--- src/rtl/mulseq_pkg.sv ---
package mulseq_pkg;
  typedef enum logic [1:0] {
    ST_IDLE = 2'd0,
    ST_LOW  = 2'd1,
    ST_HIGH = 2'd2
  } mseq_state_e;
endpackage

--- src/rtl/mulseq_ppgen.sv ---
// Splits op_b into two halves and forms two aligned 2W-bit partial products.
// W must be even and at least 8.
module mulseq_ppgen #(
  parameter int W = 32
) (
  input  logic [W-1:0]   a,
  input  logic [W-1:0]   b,
  input  logic           sgn,
  output logic [2*W-1:0] pp_lo,
  output logic [2*W-1:0] pp_hi
);
  localparam int H   = W / 2;
  localparam int PW  = W + H + 2;
  localparam int EXT = 2 * W - PW;

  logic signed [W:0]    a_s;
  logic signed [H:0]    bl_s;
  logic signed [H:0]    bh_s;
  logic signed [PW-1:0] p0;
  logic signed [PW-1:0] p1;
  logic [2*W-1:0]       p1_ext;

  assign a_s  = $signed({sgn & a[W-1], a});
  assign bl_s = $signed({1'b0, b[H-1:0]});
  assign bh_s = $signed({sgn & b[W-1], b[W-1:H]});

  assign p0 = a_s * bl_s;
  assign p1 = a_s * bh_s;

  assign pp_lo  = {{EXT{p0[PW-1]}}, p0};
  assign p1_ext = {{EXT{p1[PW-1]}}, p1};
  assign pp_hi  = p1_ext << H;
endmodule

--- src/rtl/mulseq_csa.sv ---
module mulseq_csa #(
  parameter int N = 32
) (
  input  logic [N-1:0] x,
  input  logic [N-1:0] y,
  input  logic [N-1:0] z,
  output logic [N-1:0] s,
  output logic [N-1:0] c
);
  for (genvar i = 0; i < N; i++) begin : g_bit
    assign s[i] = x[i] ^ y[i] ^ z[i];
    assign c[i] = (x[i] & y[i]) | (x[i] & z[i]) | (y[i] & z[i]);
  end
endmodule

--- src/rtl/mulseq_wordadd.sv ---
// Sums a carry-save pair plus a 2-bit carry-in; returns the word and a 2-bit carry out.
module mulseq_wordadd #(
  parameter int N = 32
) (
  input  logic [N-1:0] s,
  input  logic [N-1:0] c,
  input  logic [1:0]   cin,
  output logic [N-1:0] sum,
  output logic [1:0]   cout
);
  logic [N+1:0] total;

  assign total = {2'b00, s} + {1'b0, c, 1'b0} + {{N{1'b0}}, cin};
  assign sum   = total[N-1:0];
  assign cout  = total[N+1:N];
endmodule

--- src/rtl/mulseq_unit.sv ---
module mulseq_unit
  import mulseq_pkg::*;
#(
  parameter int W = 32
) (
  input  logic           clk,
  input  logic           rst,
  input  logic           start,
  input  logic           long_mode,
  input  logic           signed_mode,
  input  logic           acc_en,
  input  logic [W-1:0]   op_a,
  input  logic [W-1:0]   op_b,
  input  logic [2*W-1:0] acc_in,
  output logic           busy,
  output logic           done,
  output logic [2*W-1:0] result
);
  localparam int RW = 2 * W;

  mseq_state_e    state;
  logic [RW-1:0]  pp_lo_d, pp_hi_d;
  logic [RW-1:0]  pp_lo_q, pp_hi_q, acc_q;
  logic           long_q;
  logic [W-1:0]   lo_q;
  logic [1:0]     cy_q;
  logic           sel_hi;
  logic [W-1:0]   wx, wy, wz, cs_s, cs_c, wsum;
  logic [1:0]     wcin, wcout;
  logic [RW-1:0]  acc_pick;

  mulseq_ppgen #(.W(W)) i_ppgen (
    .a     (op_a),
    .b     (op_b),
    .sgn   (signed_mode & long_mode),
    .pp_lo (pp_lo_d),
    .pp_hi (pp_hi_d)
  );

  assign acc_pick = !acc_en   ? '0 :
                    long_mode ? acc_in : {{W{1'b0}}, acc_in[W-1:0]};

  // One reduction path shared by the low and high word cycles.
  assign sel_hi = (state == ST_HIGH);
  assign wx     = sel_hi ? pp_lo_q[RW-1:W] : pp_lo_q[W-1:0];
  assign wy     = sel_hi ? pp_hi_q[RW-1:W] : pp_hi_q[W-1:0];
  assign wz     = sel_hi ? acc_q[RW-1:W]   : acc_q[W-1:0];
  assign wcin   = sel_hi ? cy_q : 2'b00;

  mulseq_csa #(.N(W)) i_csa (
    .x (wx),
    .y (wy),
    .z (wz),
    .s (cs_s),
    .c (cs_c)
  );

  mulseq_wordadd #(.N(W)) i_add (
    .s    (cs_s),
    .c    (cs_c),
    .cin  (wcin),
    .sum  (wsum),
    .cout (wcout)
  );

  assign busy = (state != ST_IDLE);

  always_ff @(posedge clk) begin
    if (rst) begin
      state   <= ST_IDLE;
      done    <= 1'b0;
      result  <= '0;
      pp_lo_q <= '0;
      pp_hi_q <= '0;
      acc_q   <= '0;
      long_q  <= 1'b0;
      lo_q    <= '0;
      cy_q    <= 2'b00;
    end else begin
      done <= 1'b0;
      unique case (state)
        ST_IDLE: begin
          if (start) begin
            pp_lo_q <= pp_lo_d;
            pp_hi_q <= pp_hi_d;
            acc_q   <= acc_pick;
            long_q  <= long_mode;
            state   <= ST_LOW;
          end
        end
        ST_LOW: begin
          if (long_q) begin
            lo_q  <= wsum;
            cy_q  <= wcout;
            state <= ST_HIGH;
          end else begin
            result <= {{W{1'b0}}, wsum};
            done   <= 1'b1;
            state  <= ST_IDLE;
          end
        end
        ST_HIGH: begin
          result <= {wsum, lo_q};
          done   <= 1'b1;
          state  <= ST_IDLE;
        end
        default: state <= ST_IDLE;
      endcase
    end
  end
endmodule

--- config.mk ---
export PLATFORM = sky130hd
export DESIGN_NAME = mulseq_unit
export DESIGN_NICKNAME = d
export VERILOG_FILES = /design/src/rtl/mulseq_pkg.sv /design/src/rtl/mulseq_ppgen.sv /design/src/rtl/mulseq_csa.sv /design/src/rtl/mulseq_wordadd.sv /design/src/rtl/mulseq_unit.sv
export SDC_FILE = /design/constraint.sdc
export NUM_CORES = 2
export LEC_CHECK = 0
export BUFFER_PORTS_ARGS = -buffer_cell sky130_fd_sc_hd__buf_2
export CORE_ASPECT_RATIO = 2
export CORE_MARGIN = 3
export CORE_UTILIZATION = 50
export DETAILED_ROUTE_END_ITERATION = 8
export PLACE_DENSITY = 0.67
export SLEW_MARGIN = 40
export SYNTH_ARGS = -nofsm -noshare
export SYNTH_HDL_FRONTEND = slang
export SYNTH_SLANG_ARGS = --single-unit
--- constraint.sdc ---
create_clock -name clk -period 8.94 [get_ports clk]
set_input_delay 1.341 -clock clk [delete_from_list [all_inputs] [get_ports clk]]
set_output_delay 1.341 -clock clk [all_outputs]
set_load 0.02 [all_outputs]
==> impl_metrics.env <==
export IMPL_cts_hold_buf=0
export IMPL_setup_viol=0
export IMPL_slew_headroom_pct=37.8
export IMPL_rsz0062_at_grt="no"
export IMPL_status="complete, no violations"
export IMPL_vias=39953
export IMPL_grt_pass1_vias=43729
export IMPL_r2r_start="state[0]"
export IMPL_die_w_microns=230
export IMPL_hold_violations=0
export IMPL_finish_net_count=7305
export IMPL_synthFlopType="dfxtp_1"
export IMPL_wl_microns=152000
export IMPL_area_growth_pct=6.05
export IMPL_ys_types=76
export IMPL_clock_latency_ns=0.56
export IMPL_tns_ns=0
export IMPL_mappedNetlistNets=7313
export IMPL_yosys_register_bits=264
export IMPL_path_buf_inv=6
export IMPL_cpPeakStageDelay_ns=0.57
export IMPL_timing_worst_setup_path_type="in2reg"
export IMPL_drive_gt1_share_pct=7.15
export IMPL_slew_violations=0
export IMPL_endpoint="pp_hi_q[62]"
export IMPL_grt_max_degree=75
export IMPL_fin_crit_sh_pct=85.9
export IMPL_ctsResizeCount=0
export IMPL_cts_buffers=24
export IMPL_critical_path_top_delay_family="adder cells"
export IMPL_r2r_slack_ns=2.68
export IMPL_reg2regPathDepth=17
export IMPL_syn_cell_area_sq_um=50200
export IMPL_dieArea_sq_um=105000
export IMPL_yosysSeqAreaShare_pct=10.5
export IMPL_viasPerCell=5.59
export IMPL_end_kind="flip-flop"
export IMPL_grt_pass1_wl_microns=239000
export IMPL_antenna_left=0
export IMPL_top_level_ports=200
export IMPL_htree_levels=1
export IMPL_synth_edf_count=0
export IMPL_antenna_found_initial=4
export IMPL_ys_warn_count=0
export IMPL_first_pass_iters=6
export IMPL_cp_depth=23
export IMPL_clk_pin_slew_ns=0.07
export IMPL_dieHeight_microns=454
export IMPL_post_cts_setup_buffers=0
export IMPL_cap_viol_max_count=0
export IMPL_cpMaxStageDelayCell="a2111oi_0"
export IMPL_synthCells=5821
export IMPL_r2r_end="result[24]"
export IMPL_route_detailed_drc=0
export IMPL_period_needed_ns=7.68
export IMPL_dp_hpwl_microns=122000
export IMPL_hold_class="reg2reg"
export IMPL_wl_per_cell_microns=21.3
export IMPL_avgSynthCellArea_sq_um=8.63
export IMPL_postSynth_asyncResetShare_pct=0
export IMPL_portBuffers=199
export IMPL_drt_iter0_drc=2318
export IMPL_cts_buffer_depth=3
export IMPL_gp_congestion=0.935
export IMPL_cts_root_buf="clkbuf_16"
export IMPL_crit_fanout=15
export IMPL_grt_overflow=0
export IMPL_cts_tree="built"
export IMPL_fmax_mhz=130
export IMPL_startpoint_type="input pin"
export IMPL_crit_required_ns=9.36
export IMPL_worstSetupStartpoint="long_mode"
export IMPL_tightest_slew_ns=0.932
export IMPL_path_common_cell="fa_1"
export IMPL_coreArea_sq_um=99100
export IMPL_arrival_ns=8.10
export IMPL_skew_ns=0.0222
export IMPL_grtUsageTotal_pct=29.6
export IMPL_crit_chain="buf_2, buf_4, nand3_1, buf_4, nor2_1, fa_1, inv_1, fa_1, fa_1, fa_1, fa_1, fa_1, inv_1, ha_1, a21o_1, a21oi_1, inv_1, a2111oi_0, and4_4, o41ai_4, a221oi_2, or4_1, o211ai_1"
export IMPL_row_count=163
export IMPL_initial_core_util_pct=50.7
export IMPL_clock_sinks=264
==> sequential cells by signal, summed over array words and instances, names as in the netlist, 2 cells and up <==
register and count:
acc_q 64, cy_q 2, lo_q 32, pp_hi_q 48
pp_lo_q 50, result 64, state 2
==> synthesized netlist by cell type, types with 33 or more instances <==
cell type	n	area, sq um
nor2_1	202	758
mux2_2	64	721
dfxtp_1	264	5290
nand2_1	1000	3750
and2_1	378	2360
fa_1	1059	21200
nand3_1	86	430
ha_1	299	3740
a21oi_1	227	1140
inv_1	1227	4610
a21o_1	54	405
a211oi_1	40	300
a31oi_1	33	206
o21ai_0	81	405
clkbuf_1	297	1110
a22oi_1	54	405
xnor2_1	79	692
==> how the worst min path moves through the flow <==
stage / slack [ns] / start / cells past startpoint / endpoint
2_1_floorplan: 0.42 / pp_hi_q[34] / 2 / pp_hi_q[34]
3_3_place_gp: 0.44 / acc_q[13] / 2 / acc_q[13]
3_5_place_dp: 0.44 / pp_hi_q[40] / 2 / pp_hi_q[40]
4_1_cts: 0.45 / pp_hi_q[40] / 2 / pp_hi_q[40]
5_1_grt: 0.47 / pp_lo_q[16] / 2 / pp_lo_q[16]
6_report: 0.44 / pp_hi_q[40] / 2 / pp_hi_q[40]
==> metal layers <==
layer,vias to the layer above,GRT usage (%),share of wire [%]
met5,-,0,0
met4,0,20.9,8.5
met3,568,3.68,5.8
met2,1562,54.1,52
met1,20296,31.4,34
li1,17527,-,-
==> cell type report <==
cell class / count / area [sq um]
diodes: 2 / 5.00
clock buffers: 30 / 674
clock inverters: 14 / 138
fillers: 9316 / 45800
inverters: 1228 / 4610
multi-input cells: 4012 / 39200
flip-flops and latches: 264 / 5290
well taps: 1320 / 1650
repair buffers: 283 / 1720
==> logic make-up after synthesis <==
| kind of cell | share of synthesized area (%) |
|---|---|
| AO/OA/AOI/OAI | 8.40 |
| XOR/XNOR | 1.90 |
| adder cells (fa/ha/maj) | 49.7 |
| buffers and inverters | 11.6 |
| flip-flops | 10.5 |
| multiplexers | 1.67 |
| AND/OR/NAND/NOR | 16.3 |
==> metrics by stage <==
stage / utilization, % / hold WS (ns) / area, sq um / setup slack (ns) / cells
4_1_cts: 53.7 / 0.446 / 53300 / 1.30 / 7151
5_1_grt: 53.7 / 0.468 / 53300 / 0.969 / 7151
2_1_floorplan: - / 0.417 / 50200 / 1.81 / 5821
3_5_place_dp: 52.9 / 0.438 / 52400 / 0.727 / 7107
6_report: 53.7 / 0.445 / 53300 / 1.26 / 7153
3_3_place_gp: 52.9 / 0.437 / 52400 / 0.924 / 7105
==> layout by cell type, fill, tap and decap left out, drive strengths merged, types with 86 or more instances in the layout <==
cell type and instances:
inv 1232, fa 1059, nand2 1000, and2 378, ha 299, buf 283
dfxtp 264, a21oi 228, nor2 202, o21ai 113, nand3 86
==> tightest hold or removal path, stage by stage (launching register included) <==
cell     delay, ns
dfxtp_1       0.31
nand2_1       0.05
o21ai_1       0.05
Power is left out: the tool's default activity adds up to more than one toggle a clock period on the data nets, which glitch-free logic cannot reach.
